===== src/rtl/mbx_pkg.sv =====
package mbx_pkg;
  localparam logic [1:0] OFS_CTL  = 2'd0;
  localparam logic [1:0] OFS_DATA = 2'd1;
  localparam logic [1:0] OFS_MASK = 2'd2;

  localparam int CB_CLR_WR = 0;
  localparam int CB_CLR_RD = 1;
  localparam int CB_H2B    = 2;
  localparam int CB_B2H    = 3;
  localparam int CB_SMS    = 4;
  localparam int CB_HBUSY  = 6;
  localparam int CB_BBUSY  = 7;

  localparam int MB_EN   = 0;
  localparam int MB_PEND = 1;

  localparam logic [7:0] IDLE_BYTE = 8'hFF;

  typedef struct packed {
    logic bbusy;
    logic hbusy;
    logic sms;
    logic b2h;
  } ctl_flags_t;

  function automatic logic [7:0] pack_ctl(input ctl_flags_t f);
    logic [7:0] b;
    b = '0;
    b[CB_BBUSY] = f.bbusy;
    b[CB_HBUSY] = f.hbusy;
    b[CB_SMS]   = f.sms;
    b[CB_B2H]   = f.b2h;
    return b;
  endfunction

  function automatic logic [7:0] pack_mask(input logic en, input logic pend);
    logic [7:0] b;
    b = '0;
    b[MB_EN]   = en;
    b[MB_PEND] = pend;
    return b;
  endfunction
endpackage


===== src/rtl/mbx_req_buf.sv =====
module mbx_req_buf #(
  parameter int DEPTH = 64,
  parameter int AW    = $clog2(DEPTH),
  parameter int CW    = AW + 2
) (
  input  logic          clk,
  input  logic          rst,
  input  logic          clr,
  input  logic          push,
  input  logic [7:0]    push_data,
  input  logic [AW-1:0] rd_addr,
  output logic [7:0]    rd_data,
  output logic [CW-1:0] count
);
  localparam logic [CW-1:0] CNT_MAX = '1;
  localparam logic [CW-1:0] CNT_CAP = CW'(DEPTH);

  logic [7:0] mem [DEPTH];
  logic       room;

  assign room = (count < CNT_CAP);

  always_ff @(posedge clk) begin
    if (push && room) mem[count[AW-1:0]] <= push_data;
  end

  always_ff @(posedge clk) begin
    rd_data <= mem[rd_addr];
  end

  always_ff @(posedge clk) begin
    if (rst || clr)                    count <= '0;
    else if (push && count != CNT_MAX) count <= count + CW'(1);
  end
endmodule


===== src/rtl/mbx_rsp_buf.sv =====
module mbx_rsp_buf #(
  parameter int DEPTH = 64,
  parameter int AW    = $clog2(DEPTH),
  parameter int LW    = $clog2(DEPTH + 1)
) (
  input  logic          clk,
  input  logic          rst,
  input  logic          wr_en,
  input  logic [AW-1:0] wr_addr,
  input  logic [7:0]    wr_data,
  input  logic          load,
  input  logic [LW-1:0] load_len,
  input  logic          clr_ptr,
  input  logic          pop,
  output logic [7:0]    pop_data,
  output logic          avail
);
  localparam logic [LW-1:0] LEN_CAP = LW'(DEPTH);

  logic [7:0]    mem [DEPTH];
  logic [LW-1:0] ptr;
  logic [LW-1:0] len;
  logic          take;

  assign avail = (ptr < len);
  assign take  = pop && avail;

  always_ff @(posedge clk) begin
    if (wr_en) mem[wr_addr] <= wr_data;
  end

  always_ff @(posedge clk) begin
    if (take) pop_data <= mem[ptr[AW-1:0]];
  end

  always_ff @(posedge clk) begin
    if (rst) begin
      ptr <= '0;
      len <= '0;
    end else begin
      if (take) begin
        if (ptr + LW'(1) == len) begin
          ptr <= '0;
          len <= '0;
        end else begin
          ptr <= ptr + LW'(1);
        end
      end
      if (clr_ptr) ptr <= '0;
      if (load)    len <= (load_len > LEN_CAP) ? LEN_CAP : load_len;
    end
  end
endmodule


===== src/rtl/mbx_ctl_irq.sv =====
module mbx_ctl_irq
  import mbx_pkg::*;
(
  input  logic       clk,
  input  logic       rst,
  input  logic       cold_rst,
  input  logic       ctl_we,
  input  logic       w_h2b,
  input  logic       w_b2h_clr,
  input  logic       w_sms_clr,
  input  logic       w_hbusy_tgl,
  input  logic       mask_we,
  input  logic       w_en,
  input  logic       w_pend_clr,
  input  logic       rsp_load,
  input  logic       sms_in,
  output logic [7:0] ctl_byte,
  output logic [7:0] mask_byte,
  output logic       irq,
  output logic       req_ready
);
  ctl_flags_t fl_q, fl_d;
  logic       en_q, en_d;
  logic       pend_q, pend_d;
  logic       sms_prev;
  logic       sms_rise, sms_fall;

  assign sms_rise = sms_in && !sms_prev;
  assign sms_fall = !sms_in && sms_prev;

  always_comb begin
    fl_d   = fl_q;
    en_d   = en_q;
    pend_d = pend_q;
    if (ctl_we) begin
      if (w_b2h_clr)   fl_d.b2h   = 1'b0;
      if (w_sms_clr)   fl_d.sms   = 1'b0;
      if (w_hbusy_tgl) fl_d.hbusy = !fl_d.hbusy;
      if (w_h2b)       fl_d.bbusy = 1'b1;
    end
    if (mask_we) begin
      if (w_en != en_d) begin
        if (w_en) begin
          if (fl_d.b2h || fl_d.sms) pend_d = 1'b1;
          en_d = 1'b1;
        end else begin
          pend_d = 1'b0;
          en_d   = 1'b0;
        end
      end
      if (w_pend_clr && pend_d) pend_d = 1'b0;
    end
    if (sms_rise && !fl_d.sms) begin
      fl_d.sms = 1'b1;
      if (en_d && !fl_d.b2h) pend_d = 1'b1;
    end
    if (sms_fall && fl_d.sms) begin
      fl_d.sms = 1'b0;
      if (!fl_d.b2h && pend_d) pend_d = 1'b0;
    end
    if (rsp_load) begin
      fl_d.bbusy = 1'b0;
      fl_d.b2h   = 1'b1;
      if (en_d && !pend_d) pend_d = 1'b1;
    end
    if (cold_rst) begin
      en_d   = 1'b0;
      pend_d = 1'b0;
    end
  end

  always_ff @(posedge clk) begin
    if (rst) begin
      fl_q      <= '0;
      en_q      <= 1'b0;
      pend_q    <= 1'b0;
      sms_prev  <= 1'b0;
      req_ready <= 1'b0;
    end else begin
      fl_q      <= fl_d;
      en_q      <= en_d;
      pend_q    <= pend_d;
      sms_prev  <= sms_in;
      req_ready <= ctl_we && w_h2b;
    end
  end

  assign ctl_byte  = pack_ctl(fl_q);
  assign mask_byte = pack_mask(en_q, pend_q);
  assign irq       = pend_q;
endmodule


===== src/rtl/mbx_host_regs.sv =====
module mbx_host_regs
  import mbx_pkg::*;
#(
  parameter int DEPTH = 64,
  parameter int AW    = $clog2(DEPTH),
  parameter int CW    = AW + 2,
  parameter int LW    = $clog2(DEPTH + 1)
) (
  input  logic          clk,
  input  logic          rst,
  input  logic          cold_rst,
  input  logic [1:0]    host_addr,
  input  logic          host_wr,
  input  logic [7:0]    host_wdata,
  input  logic          host_rd,
  output logic [7:0]    host_rdata,
  output logic          irq,
  output logic          req_ready,
  output logic [CW-1:0] req_count,
  input  logic [AW-1:0] req_rd_addr,
  output logic [7:0]    req_rd_data,
  input  logic          rsp_wr,
  input  logic [AW-1:0] rsp_wr_addr,
  input  logic [7:0]    rsp_wr_data,
  input  logic          rsp_load,
  input  logic [LW-1:0] rsp_len,
  input  logic          sms_atn
);
  logic       ctl_we, data_we, mask_we, data_rd;
  logic [7:0] ctl_byte, mask_byte;
  logic [7:0] pop_data;
  logic       avail;
  logic       rd_from_mem;
  logic [7:0] rd_byte;

  assign ctl_we  = host_wr && (host_addr == OFS_CTL);
  assign data_we = host_wr && (host_addr == OFS_DATA);
  assign mask_we = host_wr && (host_addr == OFS_MASK);
  assign data_rd = host_rd && (host_addr == OFS_DATA);

  mbx_req_buf #(.DEPTH(DEPTH), .AW(AW), .CW(CW)) u_req (
    .clk       (clk),
    .rst       (rst),
    .clr       (ctl_we && host_wdata[CB_CLR_WR]),
    .push      (data_we),
    .push_data (host_wdata),
    .rd_addr   (req_rd_addr),
    .rd_data   (req_rd_data),
    .count     (req_count)
  );

  mbx_rsp_buf #(.DEPTH(DEPTH), .AW(AW), .LW(LW)) u_rsp (
    .clk      (clk),
    .rst      (rst),
    .wr_en    (rsp_wr),
    .wr_addr  (rsp_wr_addr),
    .wr_data  (rsp_wr_data),
    .load     (rsp_load),
    .load_len (rsp_len),
    .clr_ptr  (ctl_we && host_wdata[CB_CLR_RD]),
    .pop      (data_rd),
    .pop_data (pop_data),
    .avail    (avail)
  );

  mbx_ctl_irq u_ctl (
    .clk         (clk),
    .rst         (rst),
    .cold_rst    (cold_rst),
    .ctl_we      (ctl_we),
    .w_h2b       (host_wdata[CB_H2B]),
    .w_b2h_clr   (host_wdata[CB_B2H]),
    .w_sms_clr   (host_wdata[CB_SMS]),
    .w_hbusy_tgl (host_wdata[CB_HBUSY]),
    .mask_we     (mask_we),
    .w_en        (host_wdata[MB_EN]),
    .w_pend_clr  (host_wdata[MB_PEND]),
    .rsp_load    (rsp_load),
    .sms_in      (sms_atn),
    .ctl_byte    (ctl_byte),
    .mask_byte   (mask_byte),
    .irq         (irq),
    .req_ready   (req_ready)
  );

  always_ff @(posedge clk) begin
    if (rst) begin
      rd_from_mem <= 1'b0;
      rd_byte     <= 8'h00;
    end else if (host_rd) begin
      rd_from_mem <= 1'b0;
      unique case (host_addr)
        OFS_CTL:  rd_byte <= ctl_byte;
        OFS_MASK: rd_byte <= mask_byte;
        OFS_DATA: begin
          rd_from_mem <= avail;
          rd_byte     <= IDLE_BYTE;
        end
        default:  rd_byte <= IDLE_BYTE;
      endcase
    end
  end

  assign host_rdata = rd_from_mem ? pop_data : rd_byte;
endmodule


===== config.mk =====
export PLATFORM = sky130hd
export DESIGN_NAME = mbx_host_regs
export DESIGN_NICKNAME = d
export VERILOG_FILES = /design/src/rtl/mbx_pkg.sv /design/src/rtl/mbx_req_buf.sv /design/src/rtl/mbx_rsp_buf.sv /design/src/rtl/mbx_ctl_irq.sv /design/src/rtl/mbx_host_regs.sv
export SDC_FILE = /design/constraint.sdc
export NUM_CORES = 1
export LEC_CHECK = 0
export BUFFER_PORTS_ARGS = -buffer_cell sky130_fd_sc_hd__buf_2
export CORE_UTILIZATION = 60
export CTS_CLUSTER_SIZE = 40
export DETAILED_ROUTE_END_ITERATION = 10
export GPL_TIMING_DRIVEN = 0
export PLACE_DENSITY_LB_ADDON = 0.1
export SYNTH_ARGS = -nofsm -noshare
export SYNTH_HDL_FRONTEND = slang
export SYNTH_SLANG_ARGS = --single-unit
export TNS_END_PERCENT = 20

===== constraint.sdc =====
create_clock -name clk -period 6 [get_ports clk]
set_clock_uncertainty 0.2 [all_clocks]
set_input_delay 0 -clock clk [delete_from_list [all_inputs] [get_ports clk]]
set_output_delay 0 -clock clk [all_outputs]
set_load 0.005 [all_outputs]

### After elaboration in Yosys (flattened, before gate mapping)

Memory sizes are Yosys's and may differ from the RTL's. A register that Yosys moved wholly into a read port is not among the register bits.
Cells that the tools add are included.

* bits in writable memories: 1024
* register bits: 39
* memories: 2
* output and inout bits: 26
* input port bits: 45

Memories
* u_req.mem: words 64, bits a word 8, read ports 1, clocked after Yosys merged registers in 1, write ports 1, RTL line mbx_req_buf.sv:18 `logic [7:0] mem [DEPTH];`
* u_rsp.mem: words 64, bits a word 8, read ports 1, clocked after Yosys merged registers in 1, write ports 1, RTL line mbx_rsp_buf.sv:20 `logic [7:0] mem [DEPTH];`

* add/subtract/negate cells: 2
* muxes and demuxes: 32
* reduce and logical (&&, ||, !) cells: 36
* $lt $le $gt $ge: 3
* equality and inequality tests: 5

Operators by type and width (number)
* $mux 7: 5
* $mux 1: 24
* $logic_and 1x1->1: 18
* $pmux 8 s2: 1
* $add 8x1->8 const B: 1
* $lt 8x7->1 const B: 1
* $mux 8: 1
* $ne 8x8->1 const B: 1
* $reduce_or 2->1: 4
* $add 7x1->7 const B: 1
* $eq 7x7->1: 1
* $gt 7x7->1 const B: 1
* $lt 7x7->1: 1
* $logic_not 1->1: 6
* $reduce_and 2->1: 3
* $reduce_bool 2->1: 2
* $eq 2x1->1 const B: 1
* $eq 2x2->1 const B: 1
* $logic_not 2->1: 1
* $logic_or 1x1->1: 2
* $mux 2: 1
* $ne 1x1->1: 1

### Depth between registers and ports, before layout

Gate-level depths: netlist of run 1.

* depth in word-level cells: 20
* gate-level depth with buffers: 13
* gate-level depth less buffers: 10

### Modules after synthesis

A second synthesis of run 1 with hierarchy kept.

* cell total of the unflattened synthesis: 2168
* area total of the unflattened synthesis: 42698.5 µm²

Modules (own cells, without submodules)
* mbx_rsp_buf: seq. area each 15895.2 µm², instances 1, cells an instance 1059, area an instance 21145.3 µm²
* mbx_req_buf: seq. area each 15695.1 µm², instances 1, cells an instance 1002, area an instance 20564.7 µm²
* mbx_host_regs: seq. area each 180.2 µm², instances 1, cells an instance 56, area an instance 545.5 µm²
* mbx_ctl_irq: seq. area each 160.2 µm², instances 1, cells an instance 51, area an instance 442.9 µm²

### Worst setup path before layout of run 1

Ideal clock, no wire load.

* kind: register to register
* start: register u_rsp.ptr[0]
* end: register u_rsp.len[0]
* stages on the path, launching flop included: 13
* path slack: 3.410 ns
* period minus slack after synthesis: 2.590 ns
* arrival: 2.329 ns
* setup time: 0.061 ns
* buffers on the path: 3
* required time: 5.739 ns
* path through: dfxtp_1 -> buf_4 -> buf_6 -> buf_6 -> inv_1 -> ha_1 -> inv_1 -> a21oi_1 -> o21a_1 -> o21ai_1 -> inv_1 -> nand4_1 -> a32o_1

* cells in the longest elaborated chain, start to end: 4
* elaborated cells between the ends (all ways): 7
* classes of those cells: 1 x add/sub; 1 x order compare; 1 x eq/ne; 4 x reduce/logical

Ends and longest elaborated chain
* start, declared: RTL line mbx_rsp_buf.sv:21 `logic [LW-1:0] ptr;`
* start signal, assigned: RTL line mbx_rsp_buf.sv:46 `ptr <= ptr + LW'(1);`
* $lt 7x7->1: RTL line mbx_rsp_buf.sv:25 `assign avail = (ptr < len);`
* $logic_and 1x1->1: RTL line mbx_rsp_buf.sv:26 `assign take = pop && avail;`
* named net u_rsp.take: RTL line mbx_rsp_buf.sv:23 `logic take;`
* $reduce_bool 2->1 (no line)
* $reduce_and 2->1 (no line)
* end signal, assigned: RTL line mbx_rsp_buf.sv:50 `if (load) len <= (load_len > LEN_CAP) ? LEN_CAP : load_len;`
* end, declared: RTL line mbx_rsp_buf.sv:22 `logic [LW-1:0] len;`

The timed path passes the listed nets, and every way through them passes these cells.
A chain may end at the register's enable or synchronous reset.

### Worst setup path in the final report of run 1

* start: register u_rsp.ptr[0]
* end: register u_rsp.len[6]

Same word-level chain as after synthesis.

==> flow_summary.json, run 1 <==
{
  "vdd_ir_drop_max_v": 0.0003506,
  "synth-seq-cells": 1078,
  "yosys_warnings": 0,
  "nets": 2276,
  "timing.rr.end": "u_rsp.len[6]",
  "finalSetupViolations": 0,
  "ys_types": 51,
  "port_buffers": 63,
  "slew_headroom_pct": 6.792,
  "wire_per_inst_um": 29.80,
  "regToRegSetupSlack_ns": 1.78,
  "endpoint_kind": "register",
  "r2r_cells": 13,
  "hold-path-endpoint": "u_rsp.mem[27][3]",
  "criticalPathCategory": "reg -> reg",
  "cts_inserted_buffers": 105,
  "final_cell_mix": "1,032 x edfxtp_1, 305 x mux4_2, 160 x nor2_1",
  "hold_violations": 24,
  "ant_nets": 0,
  "seq_area_mm2": 0.03191,
  "cp_max_fo": 12,
  "powerDensity_mw_per_mm2": 323.9,
  "cts_tree": "done",
  "rows": 96,
  "postCtsSetupRepairBufs": 0,
  "tightest_slew_ns": 1.398,
  "slew_violations": 0,
  "drive_gt1_share_pct": 24.84,
  "syn_inst": 1992,
  "die_h_um": 267.1,
  "cts.htree.levels": 3,
  "overflow": 0,
  "synth-compound-area-share_pct": 1.786,
  "finalCoreUtilization_pct": 68.97,
  "status": "finished with violations",
  "synth_simple_gate_area_share_pct": 3.632,
  "hold-worst-slack_ns": -0.03367,
  "r2r_start": "u_rsp.ptr[0]",
  "synth_edf_count": 1032,
  "dieArea_mm2": 0.07135,
  "yosys.area_share.adder_pct": 0.2670,
  "grt_pass1_vias": 21280,
  "max_stage_delay_ns": 0.65,
  "final_common_cell": "edfxtp_1",
  "coreArea_mm2": 0.06907,
  "path_common_cell": "inv_1",
  "antenna_found_initial": 2,
  "grt_pass1_wl_um": 142200,
  "synthMuxAreaShare_pct": 17.14,
  "hold_buffers": 57,
  "fp.dieW_um": 267.1,
  "rsz0062_at_grt": "no",
  "holdCritStartpoint": "rsp_wr_data[3]",
  "hold_path_class": "in -> reg",
  "min_period_ns": 4.219,
  "n_antenna_cell": 0,
  "synth_largest_area_cell": "edfxtp_1",
  "leakage_uw": 0.01486,
  "synth_top_family_by_area": "multiplexers",
  "vias_per_cell": 6.461,
  "grt_max_degree": 70,
  "fmax_ghz": 0.2370,
  "whs_path_depth": 1,
  "root_buffer": "clkbuf_16",
  "clock_path_buffers": 3,
  "cap_violations": 0,
  "min_period_over_period_pct": 70.31,
  "slowest_stage": "o21ai_1",
  "crit_chain": "buf_4, buf_6, buf_6, inv_1, ha_1, inv_1, a21oi_1, o21a_1, o21ai_1, inv_1, nand4_1, a32o_1, dlygate4sd3_1",
  "drt_wl_total_um": 96480,
  "multi_input_area_mm2": 0.009703,
  "syn_nets": 2046,
  "syn_to_final_growth_pct": 12.96,
  "start_util_pct": 61.05,
  "clk_pin_slew_ns": 0.06,
  "syn_area_mm2": 0.04217,
  "synth_top_cell_area_share_pct": 73.49,
  "drtIter0Drc": 2253,
  "required_ns": 6.39,
  "fillCellCount": 4302,
  "synthTopCellsByArea": "edfxtp_1 73%, mux4_2 16%, dfxtp_1 2.2%, nor2_1 1.4%, mux2i_1 0.69%",
  "io_pins": 71,
  "drcViolationCount": 0,
  "placed_cells": 2986,
  "startpoint_type": "register",
  "setup-tns-final_ns": 0,
  "grt_util_all_layers_pct": 28.19,
  "synthXorXnorAreaFrac_pct": 0.1869,
  "clkSinkCount": 1078,
  "violations": "negative hold slack",
  "drtPass1Iterations": 7,
  "cts-resized-gates": 0,
  "synth_flop_cell": "edfxtp_1",
  "seq_area_frac_synth_pct": 75.68,
  "crit_buf_inv": 7,
  "clk_latency_ns": 0.66,
  "dp.final_hpwl_um": 61350,
  "num_vias": 20920,
  "instances_no_fill": 3238,
  "crit_family": "buffers and inverters",
  "avgSynthCellArea_um2": 21.17,
  "worstPathArrival_ns": 4.61,
  "globalplace.congestion": 1.028,
  "async_flop_share_pct": 0
}
per-stage QoR:
stage / hold slack (ns) / setup slack [ns] / power, uW / cell area (um2)
finish: -0.03367 / 1.781 / 15430 / 47630
floorplan: -0.1207 / 3.410 / 8782 / 42170
CTS: 0.0006148 / 1.763 / 15490 / 47610
global route: 0.002245 / 1.534 / 15800 / 47630
detailed placement: 0.009300 / 2.192 / 9080 / 43650
global placement: 0.006256 / 2.217 / 9056 / 43650
logic make-up (layout without fill, tap and decap cells):
group	Yosys count	after routing
fa+ha+maj	9	9
simple gates	337	337
buf+inv	112	427
flops	1078	1078
xor+xnor	9	9
compound gates	107	107
mux	340	340
report_power, final:
group          switching, uW  internal (uW)
Sequential              15.1           8290
Clock                   2720           3760
Combinational            402            249
Total                   3140          12300
per-layer routing:
layer / vias up / global-route usage [%] / wire length, um
li1: 8760 / - / -
met2: 985 / 46.62 / 48400
met3: 216 / 4.717 / 6802
met4: 4 / 12.26 / 4336
met1: 10960 / 37.47 / 36910
met5: - / 0 / 29
area by class of cell:
class | instances | share of cell area (%)
inverter | 12 | 0.09456
multi-input combinational | 802 | 20.37
timing repair buffer | 123 | 1.912
buffer | 100 | 1.069
tap | 931 | 2.446
clock buffer | 134 | 6.031
clock inverter | 58 | 1.085
sequential | 1078 | 66.99
flip-flops by register name (all words and copies together) (netlist names):
name and flops:
u_req.count 8, rd_byte 7, u_rsp.mem 512, u_rsp.len 7, u_req.mem 512, u_ctl.en_q 1, u_ctl.irq 1, u_ctl.req_ready 1
rd_from_mem 1, u_rsp.ptr 7, u_ctl.sms_prev 1, u_req.rd_data 8, u_rsp.pop_data 8, u_ctl.ctl_byte 4
how the worst max path moves through the flow:
| stage | start | cells after the start | slack [ns] | end |
|---|---|---|---|---|
| after detailed placement | u_rsp.ptr[1] | 6 | 2.19 | u_rsp.pop_data[1] |
| after global routing | u_rsp.ptr[0] | 13 | 1.53 | u_rsp.len[3] |
| after floorplan | u_rsp.ptr[0] | 12 | 3.41 | u_rsp.len[0] |
| after CTS | u_rsp.ptr[0] | 13 | 1.76 | u_rsp.len[6] |
| after global placement | u_rsp.ptr[1] | 6 | 2.22 | u_rsp.pop_data[7] |
| final | u_rsp.ptr[0] | 13 | 1.78 | u_rsp.len[6] |
synthesized netlist by cell type, types with 2 or more instances:
cell / number
xnor2_1: 4
buf_6: 8
inv_1: 12
nor2b_1: 32
and3_1: 5
mux2i_1: 29
and2_1: 3
mux4_2: 305
nand2_1: 66
nand2b_1: 11
o211ai_1: 3
clkbuf_1: 41
buf_2: 20
edfxtp_1: 1032
a32o_1: 7
buf_1: 18
a211oi_1: 9
o21ai_0: 15
nand4_1: 3
or3_1: 5
dfxtp_1: 46
a21boi_0: 2
mux2_2: 6
nand3_1: 19
nor4b_1: 2
a22oi_1: 12
o221ai_1: 5
xor2_1: 5
nor2_1: 160
nand3b_1: 6
buf_4: 13
o22ai_1: 4
ha_1: 9
nor4_1: 4
a31oi_1: 4
a311oi_1: 3
nor3_1: 15
a21oi_1: 20
a21o_1: 7
o2111ai_1: 11
(Power assumes the default switching activity.)
==> run 2: changes to the inputs <==
--- a/config.mk
+++ b/config.mk
@@ -6,7 +6,7 @@
 export NUM_CORES = 1
 export LEC_CHECK = 0
 export BUFFER_PORTS_ARGS = -buffer_cell sky130_fd_sc_hd__buf_2
-export CORE_UTILIZATION = 60
+export CORE_UTILIZATION = 56
 export CTS_CLUSTER_SIZE = 40
 export DETAILED_ROUTE_END_ITERATION = 10
 export GPL_TIMING_DRIVEN = 0
==> constraint.sdc (replaced) <==
create_clock -name clk -period 3.4 [get_ports clk]
set_clock_uncertainty 0.2 [all_clocks]
set_input_delay 0 -clock clk [delete_from_list [all_inputs] [get_ports clk]]
set_output_delay 0 -clock clk [all_outputs]
set_load 0.005 [all_outputs]
==> run 2 against run 1 <==
The run still ends with negative hold slack left. Power increased by 76%. Register-to-register slack got worse by 1.7 ns. Setup slack got worse by 1.7 ns. First-iteration DRC count decreased by 12%. Via count decreased by 1.1%. Design area about the same. Wire length increased by 1.9%. Final cell count increased by 0.90%. Count of clock-buffer cells in the layout increased by 1. Sequential power increased by 76%. Highest routed layer unchanged.
==> flow_summary.json, run 2 (synthesis results as in run 1) <==
{
  "status": "finished with violations",
  "violations": "negative hold slack",
  "pre_cts_ws_ns": -0.4840,
  "r2r_cells": 6,
  "drt_wl_total_um": 98300,
  "dieArea_mm2": 0.07640,
  "r2r_start": "u_rsp.ptr[1]",
  "place_area_mm2": 0.04371,
  "vdd_ir_drop_max_v": 0.0004754,
  "drive_gt1_share_pct": 25.59,
  "required_ns": 3.53,
  "crit_start": "u_rsp.ptr[1]",
  "leakage_uw": 0.01479,
  "largestRegisters": "u_req.mem x512, u_rsp.mem x512",
  "p_int_uw": 21650,
  "hold-worst-slack_ns": -0.03135,
  "wire_per_inst_um": 30.09,
  "regToRegSetupSlack_ns": 0.04,
  "hold_violations": 26,
  "power_uw": 27200,
  "tightest_slew_ns": 1.333,
  "drtPass1Iterations": 7,
  "worstPathArrival_ns": 3.49,
  "port_buffers": 63,
  "fin_area_mm2": 0.04765,
  "slew_violations": 0,
  "cts_inserted_buffers": 105,
  "critPathCapture": "u_rsp.pop_data[5]",
  "final_common_cell": "edfxtp_1",
  "rsz0062_at_grt": "yes",
  "criticalPathCategory": "reg -> reg",
  "overflow": 0,
  "slew_headroom_pct": 11.16,
  "min_period_over_period_pct": 98.73,
  "seq_power_share_pct": 53.8,
  "clock_path_buffers": 3,
  "ant_nets": 0,
  "endpoint_kind": "register",
  "finalSetupViolations": 0,
  "cts_tree": "done",
  "finalCoreUtilization_pct": 64.00,
  "switchingPower_uw": 5548,
  "startpoint_type": "register",
  "coreArea_mm2": 0.07445,
  "grt_max_degree": 70,
  "start_util_pct": 56.64,
  "io_pins": 71,
  "die_h_um": 276.4,
  "drcViolationCount": 0,
  "vias_per_cell": 6.334,
  "cp_max_fo": 10,
  "timing.rr.end": "u_rsp.pop_data[5]",
  "n_antenna_cell": 0,
  "clk_latency_ns": 0.65,
  "netSwitchingFraction_pct": 20.40,
  "fp.dieW_um": 276.4,
  "final_cell_mix": "1,032 x edfxtp_1, 305 x mux4_2, 155 x nor2_1",
  "grt_pass1_wl_um": 144100,
  "clkSinkCount": 1078,
  "num_vias": 20690,
  "powerDensity_mw_per_mm2": 570.8,
  "drtIter0Drc": 1972,
  "dp.final_hpwl_um": 63260,
  "grt_pass1_vias": 21130,
  "rows": 100,
  "layout_setup_ws_ns": 0.04306,
  "clock_power_share_pct": 41.9,
  "antenna_found_initial": 2,
  "fmax_ghz": 0.2979,
  "root_buffer": "clkbuf_16",
  "p_comb_share_pct": 4.2,
  "hold_path_class": "in -> reg",
  "min_period_ns": 3.357,
  "cts.htree.levels": 3,
  "syn_to_final_growth_pct": 13.00,
  "clk_pin_slew_ns": 0.06,
  "fillCellCount": 4959,
  "globalplace.congestion": 0.9190,
  "cap_violations": 0,
  "nets": 2268,
  "grt_util_all_layers_pct": 26.28
}
-- run 2: cell count changes in the layout (fill, tap and decap cells not counted), sizes merged --
cell / before / now
buf: 122 / 117
bufinv: 9 / 11
clkbuf: 177 / 180
clkdlybuf4s15: 0 / 6
clkinv: 42 / 33
clkinvlp: 4 / 9
dlygate4sd3: 58 / 47
-- run 2: per-layer routing --
metal	vias to the layer above	GRT usage [%]	share of wire, %
li1	8745	-	-
met1	10950	35.22	40
met2	796	44.15	51
met3	197	3.870	5.8
met4	2	9.984	3.8
met5	-	0	0.011
-- run 2: critical path, cell delays in order, from the launching register on --
cell	delay (ns)
dfxtp_1	0.54
buf_2	0.40
clkdlybuf4s15_2	0.54
mux4_2	0.42
mux4_2	0.58
nand2_1	0.12
o2111ai_1	0.22
-- run 2: worst min path at each step --
stage | start | endpoint | slack, ns | depth (start not counted)
after CTS | rsp_wr_data[0] | u_rsp.mem[33][0] | 0.0002 | 1
after global routing | rsp_wr | u_rsp.mem[32][7] | 0.002 | 5
final | rsp_wr_data[0] | u_rsp.mem[49][0] | -0.03 | 1
after floorplan | rsp_load | u_ctl.ctl_byte[7] | -0.12 | 1
after detailed placement | cold_rst | u_ctl.en_q | 0.03 | 2
after global placement | cold_rst | u_ctl.en_q | 0.03 | 2
-- run 2: stage by stage --
stage / instances / setup TNS, ns
after floorplan: 1992 / 0
after global placement: 3024 / -4.434
after detailed placement: 3024 / -9.518
after CTS: 3261 / -0.01428
after global routing: 3267 / -14.20
final: 3267 / 0
-- run 2: power by group through the flow --
stage               registers, uW  clock network, uW  logic (uW)
global placement            14900                  0        1080
detailed placement          14900                  0        1110
CTS                         14600              11500        1160
global route                14600              12000        1220
finish                      14600              11400        1150
floorplan                   14900                  0         582
-- run 2: what timing repair did --
action                                  CTS  global route
setup buffers                             0             4
hold endpoints to repair                421            64
hold buffers                             46             1
gates resized for setup                  16            12
endpoints found under the setup margin   21           235
cloned                                    0             0
-- run 2: cell type report --
class	instances	area (um2)	area share [%]
timing repair buffer	115	825.8	1.733
buffer	100	563.0	1.182
sequential	1078	31910	66.97
multi-input combinational	802	9742	20.45
tap	969	1212	2.545
clock inverter	56	563.0	1.182
clock buffer	135	2783	5.840
inverter	12	48.80	0.1024
==> run 3: changes to the inputs <==
--- a/config.mk
+++ b/config.mk
@@ -13,5 +13,6 @@
 export PLACE_DENSITY_LB_ADDON = 0.1
 export SYNTH_ARGS = -nofsm -noshare
 export SYNTH_HDL_FRONTEND = slang
+export SYNTH_HIERARCHICAL = 1
 export SYNTH_SLANG_ARGS = --single-unit
 export TNS_END_PERCENT = 20
==> run 3 against run 2 <==
The flow finishes with violations (negative hold slack, negative setup slack). Design area increased by 1.6%. Via count increased by 9.1%. Maximum frequency decreased by 2.8%. Clock power increased by 4%. Count of clock-buffer cells in the layout increased by 2. Non-clock buffer count increased by 37. Largest cell class unchanged. Global-route usage increased by 1.6 points. Sequential share of layout area decreased by 0.98 points. Combinational power increased by 4%. Core utilization increased by 0.56 points. First-iteration DRC count increased by 31%. Area after synthesis increased by 1.3%.
==> flow_summary.json, run 3 <==
{
  "overflow": 0,
  "slew_headroom_pct": 13.81,
  "wire_per_inst_um": 30.62,
  "vdd_ir_drop_max_v": 0.0005958,
  "rsz0062_at_grt": "yes",
  "dieArea_mm2": 0.07736,
  "pre_cts_ws_ns": -0.1337,
  "r2r_cells": 3,
  "syn_area_mm2": 0.04270,
  "cts.htree.levels": 3,
  "drcViolationCount": 0,
  "seq_area_mm2": 0.03193,
  "clk_pin_slew_ns": 0.06,
  "cp_max_fo": 10,
  "hold-worst-slack_ns": -0.01247,
  "hold_violations": 9,
  "grt_pass1_vias": 22250,
  "violations": "negative hold slack, negative setup slack",
  "io_pins": 71,
  "synthTopCellsByArea": "edfxtp_1 73%, mux4_2 12%, dfxtp_1 2.2%, nor2_1 1.5%, mux2i_1 1.1%",
  "leakage_uw": 0.01514,
  "clkSinkCount": 1079,
  "root_buffer": "clkbuf_16",
  "clock_path_buffers": 3,
  "globalplace.congestion": 0.9313,
  "status": "finished with violations",
  "regToRegSetupSlack_ns": -0.05,
  "synth-seq-cells": 1079,
  "whs_path_depth": 1,
  "endpoint_kind": "register",
  "drtPass1Iterations": 8,
  "grt_pass1_wl_um": 153800,
  "final_common_cell": "edfxtp_1",
  "synth_largest_area_cell": "edfxtp_1",
  "drive_gt1_share_pct": 23.76,
  "grt_max_degree": 69,
  "hold_path_class": "in -> reg",
  "clk_latency_ns": 0.68,
  "setup-tns-final_ns": -0.8502,
  "holdCritStartpoint": "host_wdata[2]",
  "die_h_um": 278.1,
  "slew_violations": 0,
  "min_period_ns": 3.453,
  "required_ns": 3.48,
  "drt_wl_total_um": 106100,
  "grt_util_all_layers_pct": 27.83,
  "startpoint_type": "primary input",
  "layout_setup_ws_ns": -0.05310,
  "dp.final_hpwl_um": 67880,
  "vias_per_cell": 6.517,
  "yosys_warnings": 6,
  "syn_inst": 2168,
  "fmax_ghz": 0.2896,
  "ant_nets": 0,
  "cap_violations": 0,
  "min_period_over_period_pct": 101.6,
  "multi_input_area_mm2": 0.009958,
  "timing.rr.end": "u_req/mem[35][2]",
  "worstPathArrival_ns": 3.53,
  "coreArea_mm2": 0.07495,
  "final_cell_mix": "1,032 x edfxtp_1, 236 x mux4_2, 169 x nor2_1",
  "synth_flop_cell": "edfxtp_1",
  "antenna_found_initial": 2,
  "ys_types": 73,
  "start_util_pct": 56.97,
  "powerDensity_mw_per_mm2": 571.0,
  "nets": 2462,
  "synthTopCellsByCount": "1,032 x edfxtp_1, 236 x mux4_2, 174 x nor2_1, 68 x nand2_1, 51 x buf_4",
  "port_buffers": 63,
  "yosysMostFrequentCell": "edfxtp_1",
  "fp.dieW_um": 278.1,
  "tightest_slew_ns": 1.293,
  "criticalPathCategory": "in -> reg",
  "syn_to_final_growth_pct": 13.32,
  "seq_area_frac_synth_pct": 74.78,
  "drtIter0Drc": 2579,
  "cts_inserted_buffers": 107,
  "async_flop_share_pct": 0,
  "finalSetupViolations": 44,
  "rows": 100,
  "synth_edf_count": 1032,
  "num_vias": 22590,
  "cts_tree": "done",
  "fillCellCount": 5029,
  "r2r_start": "u_req/count[2]",
  "synth_top_cell_area_share_pct": 72.58,
  "largestRegisters": "u_req/mem x512, u_rsp/mem x512",
  "hold-path-endpoint": "u_req/mem[59][2]",
  "avgSynthCellArea_um2": 19.69
}
## run 3: cell count changes after synthesis, moves of 12 or more
cell      before  now
nor2_1       160  174
buf_4         13   51
nor3_1        15   32
mux2i_1       29   49
a211oi_1       9   21
a22oi_1       12   38
buf_1         18    2
mux2_2         6   24
mux4_2       305  236
## run 3: how the worst max path moves through the flow
| stage | start | to | cells after the start |
|---|---|---|---|
| finish | host_addr[1] | u_req/mem[35][2] | 7 |
| CTS | u_req/count[2] | u_req/mem[23][7] | 3 |
| detailed placement | host_addr[1] | u_req/mem[27][4] | 6 |
| floorplan | u_rsp/ptr[0] | u_rsp/len[0] | 10 |
| global placement | host_addr[1] | u_req/mem[23][5] | 6 |
| global route | host_addr[1] | u_req/mem[55][0] | 7 |
## run 3: cell families after synthesis
kind of cell / count (synthesis) / synth area share [%]
buffers and inverters: 141 / 2.022
adder cells (fa/ha/maj): 9 / 0.2637
multiplexers: 314 / 14.54
AO/OA/AOI/OAI: 189 / 3.285
other: 1 / 0.008783
flip-flops: 1079 / 74.78
XOR/XNOR: 21 / 0.4308
AND/OR/NAND/NOR: 414 / 4.671
## run 3: area by class of cell
type,instances,area share (%)
inverters,11,0.08533
diodes,1,0.005172
clock buffers,137,5.960
clock inverters,60,1.301
multi-input cells,957,20.58
well taps,969,2.506
repair buffers,122,1.872
plain buffers,130,1.701
flip-flops and latches,1079,65.99
## run 3: power breakdown
part	internal (uW)	switching [uW]	total, uW
Clock	6890	4880	11800
Combinational	437	762	1200
Sequential	14600	26.8	14700
## run 3: through the flow
step | total power, uW | area [um2] | util, % | hold WS (ns) | std cells
after floorplan | 15530 | 42730 | - | -0.1207 | 2177
after global placement | 16050 | 44260 | 59.06 | 0.004090 | 3209
after detailed placement | 16090 | 44260 | 59.06 | 0.005300 | 3209
after CTS | 27760 | 48330 | 64.49 | 0.0003425 | 3462
after global routing | 28310 | 48390 | 64.56 | 0.03100 | 3466
final | 27630 | 48390 | 64.56 | -0.01247 | 3466
## run 3: repair_timing
action / in CTS / in global routing
endpoints found under the hold margin: 639 / 66
resized for setup: 0 / 9
hold buffers: 56 / 2
endpoints found under the setup margin: 0 / 154
buffers inserted: 0 / 0
## run 3: worst max-delay path, stage by stage
cell           delay (ns)
dlygate4sd3_1        0.53
buf_2                0.16
buf_6                0.15
and3b_2              0.28
nor4b_1              0.65
nand3_1              0.76
nor2_1               0.98
## run 3: routing by layer
metal  up-vias  wire length (um)  track usage (%)
met3       223              8266            4.139
met5         -                 0                0
met1     11800             41110            37.56
met4         0              4588            12.32
met2      1177             52180            45.51
li1       9386                 -                -
